--- config.mk ---
export PLATFORM = sky130hd
export DESIGN_NAME = exu_core
export DESIGN_NICKNAME = d
export VERILOG_FILES = /design/src/rtl/exu_pkg.sv /design/src/rtl/exu_norm.sv /design/src/rtl/exu_alu.sv /design/src/rtl/exu_flow.sv /design/src/rtl/exu_core.sv
export SDC_FILE = /design/constraint.sdc
export NUM_CORES = 1
export LEC_CHECK = 0
export ABC_AREA = 1
export BUFFER_PORTS_ARGS = -buffer_cell sky130_fd_sc_hd__clkbuf_2
export CAP_MARGIN = 0
export CORE_MARGIN = 2
export CORE_UTILIZATION = 50
export DETAILED_ROUTE_END_ITERATION = 16
export PLACE_DENSITY = 0.73
export SETUP_SLACK_MARGIN = 0.05
export SLEW_MARGIN = 20
export SYNTH_ARGS = -nofsm -noshare
export SYNTH_HDL_FRONTEND = slang
export SYNTH_SLANG_ARGS = --single-unit
--- constraint.sdc ---
create_clock -name clk_i -period 1.31 [get_ports clk_i]
set_input_delay 0.131 -clock clk_i [delete_from_list [all_inputs] [get_ports clk_i]]
set_output_delay 0.131 -clock clk_i [all_outputs]
set_load 0.005 [all_outputs]
--- src/rtl/exu_pkg.sv ---
package exu_pkg;
  localparam int OPW = 4;
  localparam int MDW = 2;

  localparam logic [OPW-1:0] OP_DAT = 4'd0;
  localparam logic [OPW-1:0] OP_MOV = 4'd1;
  localparam logic [OPW-1:0] OP_ADD = 4'd2;
  localparam logic [OPW-1:0] OP_SUB = 4'd3;
  localparam logic [OPW-1:0] OP_JMP = 4'd4;
  localparam logic [OPW-1:0] OP_JMZ = 4'd5;
  localparam logic [OPW-1:0] OP_JMN = 4'd6;
  localparam logic [OPW-1:0] OP_DJN = 4'd7;
  localparam logic [OPW-1:0] OP_CMP = 4'd8;
  localparam logic [OPW-1:0] OP_SPL = 4'd9;
  localparam logic [OPW-1:0] OP_SLT = 4'd10;

  localparam logic [MDW-1:0] MODE_IMM = 2'd0;
endpackage

--- src/rtl/exu_norm.sv ---
module exu_norm #(
  parameter int M  = 8000,
  parameter int AW = $clog2(M)
) (
  input  logic [AW-1:0] x_i,
  output logic [AW-1:0] y_o
);
  localparam logic [AW:0]   M_W = (AW+1)'(M);
  localparam logic [AW-1:0] M_L = AW'(M);

  // 2^AW < 2M, so a single conditional subtract is enough
  assign y_o = ({1'b0, x_i} >= M_W) ? (x_i - M_L) : x_i;

  always_comb begin
    AST_NORM_RANGE: assert ({1'b0, y_o} < M_W);
  end
endmodule

--- src/rtl/exu_alu.sv ---
module exu_alu
  import exu_pkg::*;
#(
  parameter int M  = 8000,
  parameter int AW = $clog2(M),
  localparam int CW = OPW + 2*MDW + 2*AW
) (
  input  logic [OPW-1:0] op_i,
  input  logic           a_imm_i,
  input  logic           b_imm_i,
  input  logic [AW-1:0]  i_af_i,
  input  logic [CW-1:0]  a_cell_i,
  input  logic [CW-1:0]  b_cell_i,
  output logic           wr_en_o,
  output logic [CW-1:0]  wr_cell_o
);
  localparam logic [AW:0] M_W = (AW+1)'(M);
  localparam int BF_LO = 0;
  localparam int AF_LO = AW + MDW;

  function automatic logic [AW-1:0] add_m(input logic [AW-1:0] x, input logic [AW-1:0] y);
    logic [AW:0] s;
    s = {1'b0, x} + {1'b0, y};
    if (s >= M_W) s = s - M_W;
    return s[AW-1:0];
  endfunction

  function automatic logic [AW-1:0] sub_m(input logic [AW-1:0] x, input logic [AW-1:0] y);
    logic [AW:0] s;
    s = {1'b0, x} + M_W - {1'b0, y};
    if (s >= M_W) s = s - M_W;
    return s[AW-1:0];
  endfunction

  logic [AW-1:0] a_af, a_bf, b_af, b_bf, a_val;
  logic          field_mode;

  assign a_af       = a_cell_i[AF_LO +: AW];
  assign a_bf       = a_cell_i[BF_LO +: AW];
  assign b_af       = b_cell_i[AF_LO +: AW];
  assign b_bf       = b_cell_i[BF_LO +: AW];
  assign a_val      = a_imm_i ? i_af_i : a_bf;
  assign field_mode = a_imm_i | b_imm_i;

  always_comb begin
    wr_en_o   = 1'b0;
    wr_cell_o = b_cell_i;
    unique case (op_i)
      OP_MOV: begin
        wr_en_o = 1'b1;
        if (field_mode) wr_cell_o[BF_LO +: AW] = a_val;
        else            wr_cell_o = a_cell_i;
      end
      OP_ADD: begin
        wr_en_o = 1'b1;
        if (a_imm_i) begin
          wr_cell_o[BF_LO +: AW] = add_m(b_bf, i_af_i);
        end else begin
          wr_cell_o[AF_LO +: AW] = add_m(b_af, a_af);
          wr_cell_o[BF_LO +: AW] = add_m(b_bf, a_bf);
        end
      end
      OP_SUB: begin
        wr_en_o = 1'b1;
        if (a_imm_i) begin
          wr_cell_o[BF_LO +: AW] = sub_m(b_bf, i_af_i);
        end else begin
          wr_cell_o[AF_LO +: AW] = sub_m(b_af, a_af);
          wr_cell_o[BF_LO +: AW] = sub_m(b_bf, a_bf);
        end
      end
      OP_DJN: begin
        wr_en_o = 1'b1;
        wr_cell_o[BF_LO +: AW] = sub_m(b_bf, AW'(1));
      end
      default: ;
    endcase
  end

  always_comb begin
    if (wr_en_o) begin
      AST_WR_FIELDS_RANGE: assert ({1'b0, wr_cell_o[AF_LO +: AW]} < M_W &&
                                   {1'b0, wr_cell_o[BF_LO +: AW]} < M_W);
    end
  end
endmodule

--- src/rtl/exu_flow.sv ---
module exu_flow
  import exu_pkg::*;
#(
  parameter int M  = 8000,
  parameter int AW = $clog2(M),
  localparam int CW = OPW + 2*MDW + 2*AW
) (
  input  logic [OPW-1:0] op_i,
  input  logic           a_imm_i,
  input  logic           b_imm_i,
  input  logic [AW-1:0]  i_af_i,
  input  logic [AW-1:0]  pc_i,
  input  logic [AW-1:0]  a_addr_i,
  input  logic [CW-1:0]  a_cell_i,
  input  logic [CW-1:0]  b_cell_i,
  output logic [AW-1:0]  next_pc_o,
  output logic           kill_o,
  output logic           split_o,
  output logic [AW-1:0]  split_addr_o
);
  localparam logic [AW:0] M_W = (AW+1)'(M);

  function automatic logic [AW-1:0] adv_m(input logic [AW-1:0] x, input logic [AW-1:0] y);
    logic [AW:0] s;
    s = {1'b0, x} + {1'b0, y};
    if (s >= M_W) s = s - M_W;
    return s[AW-1:0];
  endfunction

  logic [AW-1:0] a_val, b_bf, tgt, pc1, pc2;
  logic          field_mode, equal, less;

  assign b_bf       = b_cell_i[AW-1:0];
  assign a_val      = a_imm_i ? i_af_i : a_cell_i[AW-1:0];
  assign field_mode = a_imm_i | b_imm_i;
  assign tgt        = a_imm_i ? pc_i : a_addr_i;
  assign pc1        = adv_m(pc_i, AW'(1));
  assign pc2        = adv_m(pc_i, AW'(2));
  assign equal      = field_mode ? (a_val == b_bf) : (a_cell_i == b_cell_i);
  assign less       = a_val < b_bf;

  always_comb begin
    next_pc_o    = pc1;
    kill_o       = 1'b0;
    split_o      = 1'b0;
    split_addr_o = tgt;
    unique case (op_i)
      OP_MOV, OP_ADD, OP_SUB: next_pc_o = pc1;
      OP_JMP: next_pc_o = tgt;
      OP_JMZ: next_pc_o = (b_bf == '0) ? tgt : pc1;
      OP_JMN: next_pc_o = (b_bf != '0) ? tgt : pc1;
      // decremented value is zero only when the old value was 1
      OP_DJN: next_pc_o = (b_bf != AW'(1)) ? tgt : pc1;
      OP_CMP: next_pc_o = equal ? pc2 : pc1;
      OP_SLT: next_pc_o = less ? pc2 : pc1;
      OP_SPL: split_o = 1'b1;
      default: begin
        kill_o    = 1'b1;
        next_pc_o = pc_i;
      end
    endcase
  end

  always_comb begin
    AST_KILL_SPLIT_EXCL: assert (!(kill_o && split_o));
  end
endmodule

--- src/rtl/exu_core.sv ---
module exu_core
  import exu_pkg::*;
#(
  parameter int M  = 8000,
  parameter int AW = $clog2(M),
  localparam int CW = OPW + 2*MDW + 2*AW
) (
  input  logic           clk_i,
  input  logic           rst_ni,
  input  logic           in_valid_i,
  output logic           in_ready_o,
  input  logic [OPW-1:0] op_i,
  input  logic [MDW-1:0] a_mode_i,
  input  logic [AW-1:0]  a_field_i,
  input  logic [MDW-1:0] b_mode_i,
  input  logic [AW-1:0]  pc_i,
  input  logic [AW-1:0]  a_addr_i,
  input  logic [AW-1:0]  b_addr_i,
  input  logic [CW-1:0]  a_cell_i,
  input  logic [CW-1:0]  b_cell_i,
  output logic           done_o,
  output logic [AW-1:0]  next_pc_o,
  output logic           kill_o,
  output logic           split_o,
  output logic [AW-1:0]  split_addr_o,
  output logic           wr_en_o,
  output logic [AW-1:0]  wr_addr_o,
  output logic [CW-1:0]  wr_cell_o
);
  localparam int NNORM = 8;
  localparam int BF_LO = 0;
  localparam int BM_LO = AW;
  localparam int AF_LO = AW + MDW;
  localparam int AM_LO = 2*AW + MDW;
  localparam int OP_LO = 2*AW + 2*MDW;
  localparam logic [AW:0] M_W = (AW+1)'(M);

  logic [AW-1:0] raw [NNORM];
  logic [AW-1:0] nrm [NNORM];

  assign raw[0] = pc_i;
  assign raw[1] = a_addr_i;
  assign raw[2] = b_addr_i;
  assign raw[3] = a_field_i;
  assign raw[4] = a_cell_i[AF_LO +: AW];
  assign raw[5] = a_cell_i[BF_LO +: AW];
  assign raw[6] = b_cell_i[AF_LO +: AW];
  assign raw[7] = b_cell_i[BF_LO +: AW];

  for (genvar g = 0; g < NNORM; g++) begin : g_norm
    exu_norm #(.M(M), .AW(AW)) i_norm (.x_i(raw[g]), .y_o(nrm[g]));
  end

  logic [CW-1:0] a_cell_n, b_cell_n;
  assign a_cell_n = {a_cell_i[OP_LO +: OPW], a_cell_i[AM_LO +: MDW], nrm[4],
                     a_cell_i[BM_LO +: MDW], nrm[5]};
  assign b_cell_n = {b_cell_i[OP_LO +: OPW], b_cell_i[AM_LO +: MDW], nrm[6],
                     b_cell_i[BM_LO +: MDW], nrm[7]};

  logic a_imm, b_imm;
  assign a_imm = (a_mode_i == MODE_IMM);
  assign b_imm = (b_mode_i == MODE_IMM);

  logic          alu_wr_en;
  logic [CW-1:0] alu_cell;
  logic [AW-1:0] fl_next_pc, fl_split_addr;
  logic          fl_kill, fl_split;

  exu_alu #(.M(M), .AW(AW)) i_alu (
    .op_i      (op_i),
    .a_imm_i   (a_imm),
    .b_imm_i   (b_imm),
    .i_af_i    (nrm[3]),
    .a_cell_i  (a_cell_n),
    .b_cell_i  (b_cell_n),
    .wr_en_o   (alu_wr_en),
    .wr_cell_o (alu_cell)
  );

  exu_flow #(.M(M), .AW(AW)) i_flow (
    .op_i         (op_i),
    .a_imm_i      (a_imm),
    .b_imm_i      (b_imm),
    .i_af_i       (nrm[3]),
    .pc_i         (nrm[0]),
    .a_addr_i     (nrm[1]),
    .a_cell_i     (a_cell_n),
    .b_cell_i     (b_cell_n),
    .next_pc_o    (fl_next_pc),
    .kill_o       (fl_kill),
    .split_o      (fl_split),
    .split_addr_o (fl_split_addr)
  );

  logic ready_q, accept;
  assign accept     = in_valid_i & ready_q;
  assign in_ready_o = ready_q;

  always_ff @(posedge clk_i or negedge rst_ni) begin
    if (!rst_ni) begin
      ready_q      <= 1'b0;
      done_o       <= 1'b0;
      next_pc_o    <= '0;
      kill_o       <= 1'b0;
      split_o      <= 1'b0;
      split_addr_o <= '0;
      wr_en_o      <= 1'b0;
      wr_addr_o    <= '0;
      wr_cell_o    <= '0;
    end else begin
      ready_q <= 1'b1;
      done_o  <= accept;
      kill_o  <= accept & fl_kill;
      split_o <= accept & fl_split;
      wr_en_o <= accept & alu_wr_en;
      if (accept) begin
        next_pc_o    <= fl_next_pc;
        split_addr_o <= fl_split_addr;
        wr_addr_o    <= nrm[2];
        wr_cell_o    <= alu_cell;
      end
    end
  end

  AST_DONE_AFTER_ACCEPT: assert property (@(posedge clk_i) disable iff (!rst_ni)
    accept |=> done_o);
  AST_NO_SPURIOUS_DONE: assert property (@(posedge clk_i) disable iff (!rst_ni)
    !accept |=> !done_o);
  AST_SIDE_NEEDS_DONE: assert property (@(posedge clk_i) disable iff (!rst_ni)
    !done_o |-> !kill_o && !split_o && !wr_en_o);
  AST_KILL_NO_WRITE: assert property (@(posedge clk_i) disable iff (!rst_ni)
    kill_o |-> !wr_en_o && !split_o);
  AST_PC_IN_RANGE: assert property (@(posedge clk_i) disable iff (!rst_ni)
    done_o |-> ({1'b0, next_pc_o} < M_W) && ({1'b0, split_addr_o} < M_W));
  AST_WR_ADDR_RANGE: assert property (@(posedge clk_i) disable iff (!rst_ni)
    wr_en_o |-> ({1'b0, wr_addr_o} < M_W));
  AST_READY_STAYS: assert property (@(posedge clk_i) disable iff (!rst_ni)
    in_ready_o |=> in_ready_o);
endmodule

==> flow_metrics.tcl, run 1 <==
set metrics [dict create \
    die_h_um 167 \
    htreeDepth 3 \
    initial_core_util_pct 51.0 \
    syn_inst 2223 \
    synth_fa_ha_area_share_pct 13.7 \
    synth_seq_area_share_pct 14.7 \
    dp_hpwl_um 52500 \
    yosys.area.top_type_share_pct 18.6 \
    synth_top_family_by_area "simple AND/OR/NAND/NOR gates" \
    netlist_area_um2 13300 \
    worstEndpointType "register input" \
    yosys.area_share.simple_pct 38.3 \
    clk_path_buf_depth 2 \
    synth.area.mux_share_pct 0 \
    crit_endpoint "wr_cell_o[24]$_DFFE_PN0P_/D" \
    avgSynthCellArea_um2 5.97 \
    place_ws_ps -2770 \
    clock_sinks 78 \
    synthTopCellsByArea "nand2_1, dfrtp_1, ha_1, inv_1, nand3_1" \
    grt_remaining_overflow 113 \
    root_buffer "clkbuf_16" \
    synth-xor-area-share_pct 6.60 \
    status "stopped before the end" \
    synth_edf_count 0 \
    synth_top_area_cell "nand2_1" \
    track_usage_pct 76.4 \
    cts_inserted_buffers 9 \
    ys_ff_latch 78 \
    syn_nets 2496 \
    synth-main-ff-cell "dfrtp_1" \
    stop_stage "5_1_grt" \
    portBuffers 208 \
    firstError "[ERROR GRT-0232] Routing congestion too high. Check the congestion heatmap in the GUI." \
    place_congestion 1.07 \
    grt_max_degree 52 \
    synth_compound_area_share_pct 15.8 \
    placed_area_um2 20600 \
    rows 59 \
    die_w_um 167 \
    synth_cell_types 66 \
    io_pins 209 \
    ys_warn_count 0 \
    synthArstFlopShare_pct 100 \
]
-- cell usage after synthesis (all sizes together), types with 2 or more instances --
master,count
or2,9
nor4,10
o21a,4
o22ai,4
clkbuf,34
a21o,2
dfrtp,78
nand3,165
nor3,33
clkinv,3
ha,136
xor2,72
a221oi,12
o211ai,15
fa,6
inv,328
o31ai,2
a21boi,5
nand4,50
a31o,4
nand2,685
nand3b,19
a211oi,5
a21oi,111
a22oi,2
buf,13
a221o,2
and2,2
xnor2,25
o21ai,166
nor2,181
a32o,2
a31oi,17
o21bai,8
and3,2
-- routing by layer --
metal,overflow,track usage [%]
met1,3,75.0
met2,63,95.0
met3,7,59.3
met4,40,76.9
met5,0,34.4
-- through the flow --
step / cells / utilization, %
4_1_cts: 3481 / 86.8
3_5_place_dp: 3411 / 79.0
3_3_place_gp: 3411 / 79.0
2_1_floorplan: 2223 / -
-- logic make-up after synthesis --
group           Yosys count
compound gates          368
xor+xnor                 97
fa+ha+maj               142
buf+inv                 378
flops                    78
other cells               1
simple gates           1159
-- timing repair --
action,in CTS
pin swaps,109
buffers inserted,55
gates resized for setup,314
gates cloned,3
hold endpoints to repair,79
setup endpoints to repair,54
hold buffers,2
==> inputs of run 2 (changes only) <==
--- a/config.mk
+++ b/config.mk
@@ -9,10 +9,9 @@
 export BUFFER_PORTS_ARGS = -buffer_cell sky130_fd_sc_hd__clkbuf_2
 export CAP_MARGIN = 0
 export CORE_MARGIN = 2
-export CORE_UTILIZATION = 50
+export CORE_UTILIZATION = 35
 export DETAILED_ROUTE_END_ITERATION = 16
-export PLACE_DENSITY = 0.73
-export SETUP_SLACK_MARGIN = 0.05
+export PLACE_DENSITY_LB_ADDON = 0.15
 export SLEW_MARGIN = 20
 export SYNTH_ARGS = -nofsm -noshare
 export SYNTH_HDL_FRONTEND = slang
==> constraint.sdc (replaced) <==
create_clock -name clk_i -period 1.7 [get_ports clk_i]
set_input_delay 0.17 -clock clk_i [delete_from_list [all_inputs] [get_ports clk_i]]
set_output_delay 0.17 -clock clk_i [all_outputs]
set_load 0.005 [all_outputs]
==> run 2 against run 1 <==
The flow now finishes, with violations (negative setup slack). Area after synthesis did not move. Synthesized cell count did not move.
==> flow_metrics.tcl, run 2 <==
set metrics [dict create \
    regMostFlops "wr_cell_o" \
    p_total_mw 14.0 \
    hold_path.class "input pin to flop" \
    die_w_um 199 \
    wl_per_cell_um 17.4 \
    slowest_stage "ha_4" \
    violations "negative setup slack" \
    root_buffer "clkbuf_16" \
    ys_ff_latch 78 \
    final_core_utilization_pct 63.7 \
    place_ws_ps -2490 \
    setup_ws_ps -1910 \
    crit_type "input pin to flop" \
    synthTopCellsByArea "nand2_1, dfrtp_1, ha_1, inv_1, nand3_1" \
    worstPathRequired_ps 1930 \
    p_switching_mw 6.08 \
    syn_to_final_growth_pct 79.9 \
    clock_sinks 78 \
    fin_crit_ps 3610 \
    layout_common_cells "buf_4, nand2_1, inv_1" \
    p_sw_share_pct 43.5 \
    drtIter0Drc 1163 \
    clock.fmax_mhz 277 \
    slew_viol_final 0 \
    rows 71 \
    drive_above_1_share_pct 46.1 \
    antenna_found_initial 1 \
    path_clk_slew_ps 60 \
    clk_path_buf_depth 2 \
    grt_pass1_vias 18116 \
    synth_seq_area_share_pct 14.7 \
    synth_edf_count 0 \
    syn_nets 2496 \
    cp.arrival_ps 3840 \
    fin_crit_sh_pct 212 \
    met3WireLength_um 3930 \
    wl_met1_um 26100 \
    grt_max_degree 73 \
    synth_top_area_cell "nand2_1" \
    die_h_um 199 \
    tritoncts "done" \
    nets 3436 \
    leakage_nw 12.5 \
    place_congestion 0.993 \
    netlist_area_um2 13300 \
    portBuffers 208 \
    drc 0 \
    cts_inserted_buffers 9 \
    initial_core_util_pct 35.4 \
    synth_commonest_cells "nand2_1, inv_1, nor2_1" \
    max_stage_delay_ps 290 \
    route.met2.wl_um 31000 \
    status "finished with violations" \
    p_int_mw 7.90 \
    firstDrtPassIters 7 \
    worst_hold_slack_ps 37.7 \
    rsz0062_at_grt "yes" \
    setup_violations 43 \
    via_per_inst 5.07 \
    routed_wl_um 64200 \
    grt_pass1_wl_um 94900 \
    ys_warn_count 0 \
    maxCapViolCount 0 \
    avgSynthCellArea_um2 5.97 \
    routed-via-count 18660 \
    hold_viol 0 \
    synth_most_common_cell "nand2_1" \
    top_layer "met4" \
    ant_nets 0 \
    htreeDepth 3 \
    io_pins 209 \
    power_density_nw_per_um2 585 \
    track_usage_pct 30.8 \
    critPathLaunchType "input pin" \
    path_max_fanout 8 \
    synth-main-ff-cell "dfrtp_1" \
    dp_hpwl_um 50900 \
    p_comb_share_pct 69.1 \
    setup-tns-final_ps -48120 \
    largest_reg_flops 34 \
    syn_inst 2223 \
    critPathCaptureType "flop" \
    grt_remaining_overflow 0 \
    maxSlewHeadroom_pct 60.2 \
    synth_cell_types 66 \
    yosys.area.top_type_share_pct 18.6 \
    max-vdd-ir-drop_uv 411 \
    clk_latency_ps 360 \
    dieArea_um2 39500 \
    finClkSkew_ps 16.9 \
    cp_common_cell "nand2_1" \
    core_area_um2 37500 \
    power.share.clock_pct 14.6 \
    synthArstFlopShare_pct 100 \
    tightest_slew_ps 591 \
    final_common_cell "buf_4" \
    seqPwrFrac_pct 16.3 \
]
-- run 2: path summary, 6_finish.rpt --
path	slack [ps]	to	start	depth (start not counted)
max	-1910	wr_cell_o[24]	a_cell_i[24]	28
min	40	wr_addr_o[1]	b_addr_i[1]	3
max reg2reg	320	wr_addr_o[7]	in_ready_o	5
min reg2reg	480	split_addr_o[12]	split_addr_o[12]	2
max in group asynchronous	720	wr_cell_o[13]	rst_ni	3
min in group asynchronous	310	wr_addr_o[9]	rst_ni	2
-- run 2: power by group through the flow --
stage / clock [mW] / combinational (mW) / sequential [mW]
after floorplan: 0 / 3.88 / 2.30
after global placement: 0 / 7.78 / 2.30
after detailed placement: 0 / 7.85 / 2.31
after CTS: 2.08 / 8.57 / 2.28
after global routing: 2.15 / 10.5 / 2.31
final: 2.04 / 9.67 / 2.28
-- run 2: layer usage --
layer	vias to the layer above	global-route usage, %
li1	9139	-
met1	8696	37.1
met2	645	54.1
met3	180	4.39
met4	0	14.2
met5	-	0
-- run 2: logic make-up (layout without fill, tap and decap cells) --
family | after synthesis | in the layout | synth area share [%]
AO/OA/AOI/OAI | 368 | 368 | 15.8
XOR/XNOR | 97 | 97 | 6.60
adder cells (fa/ha/maj) | 142 | 142 | 13.7
buffers and inverters | 378 | 1320 | 10.8
flip-flops | 78 | 78 | 14.7
other | 1 | 2 | 0.0282
AND/OR/NAND/NOR | 1159 | 1162 | 38.3
-- run 2: layout make-up --
cell class | count | area, um2
clock buffers | 9 | 225
well taps | 511 | 639
diodes | 1 | 2.50
repair buffers | 973 | 7410
multi-input cells | 1770 | 12200
inverters | 331 | 1340
fillers | 3461 | 13600
flip-flops and latches | 78 | 1950
clock inverters | 7 | 80.1
-- run 2: critical path: cells and delay by family --
| kind | cells | cell delay [ps] |
|---|---|---|
| buf+inv | 5 | 360 |
| xor+xnor | 1 | 210 |
| compound gates | 6 | 960 |
| simple gates | 13 | 1370 |
| fa+ha+maj | 3 | 740 |
-- run 2: timing repair --
action	CTS	global route
endpoints found under the setup margin	51	48
hold endpoints to repair	30	0
cloned	4	1
hold buffers	1	0
gates resized for setup	235	323
pin swaps	108	153
setup buffers	45	64
-- run 2: through the flow --
step	std cells	instance area [um2]
after detailed placement	3557	20500
after global placement	3557	20500
final	3680	23900
after global routing	3680	23900
after floorplan	2223	14000
after CTS	3620	22200
Note: power is estimated with default switching activity, not from simulation.
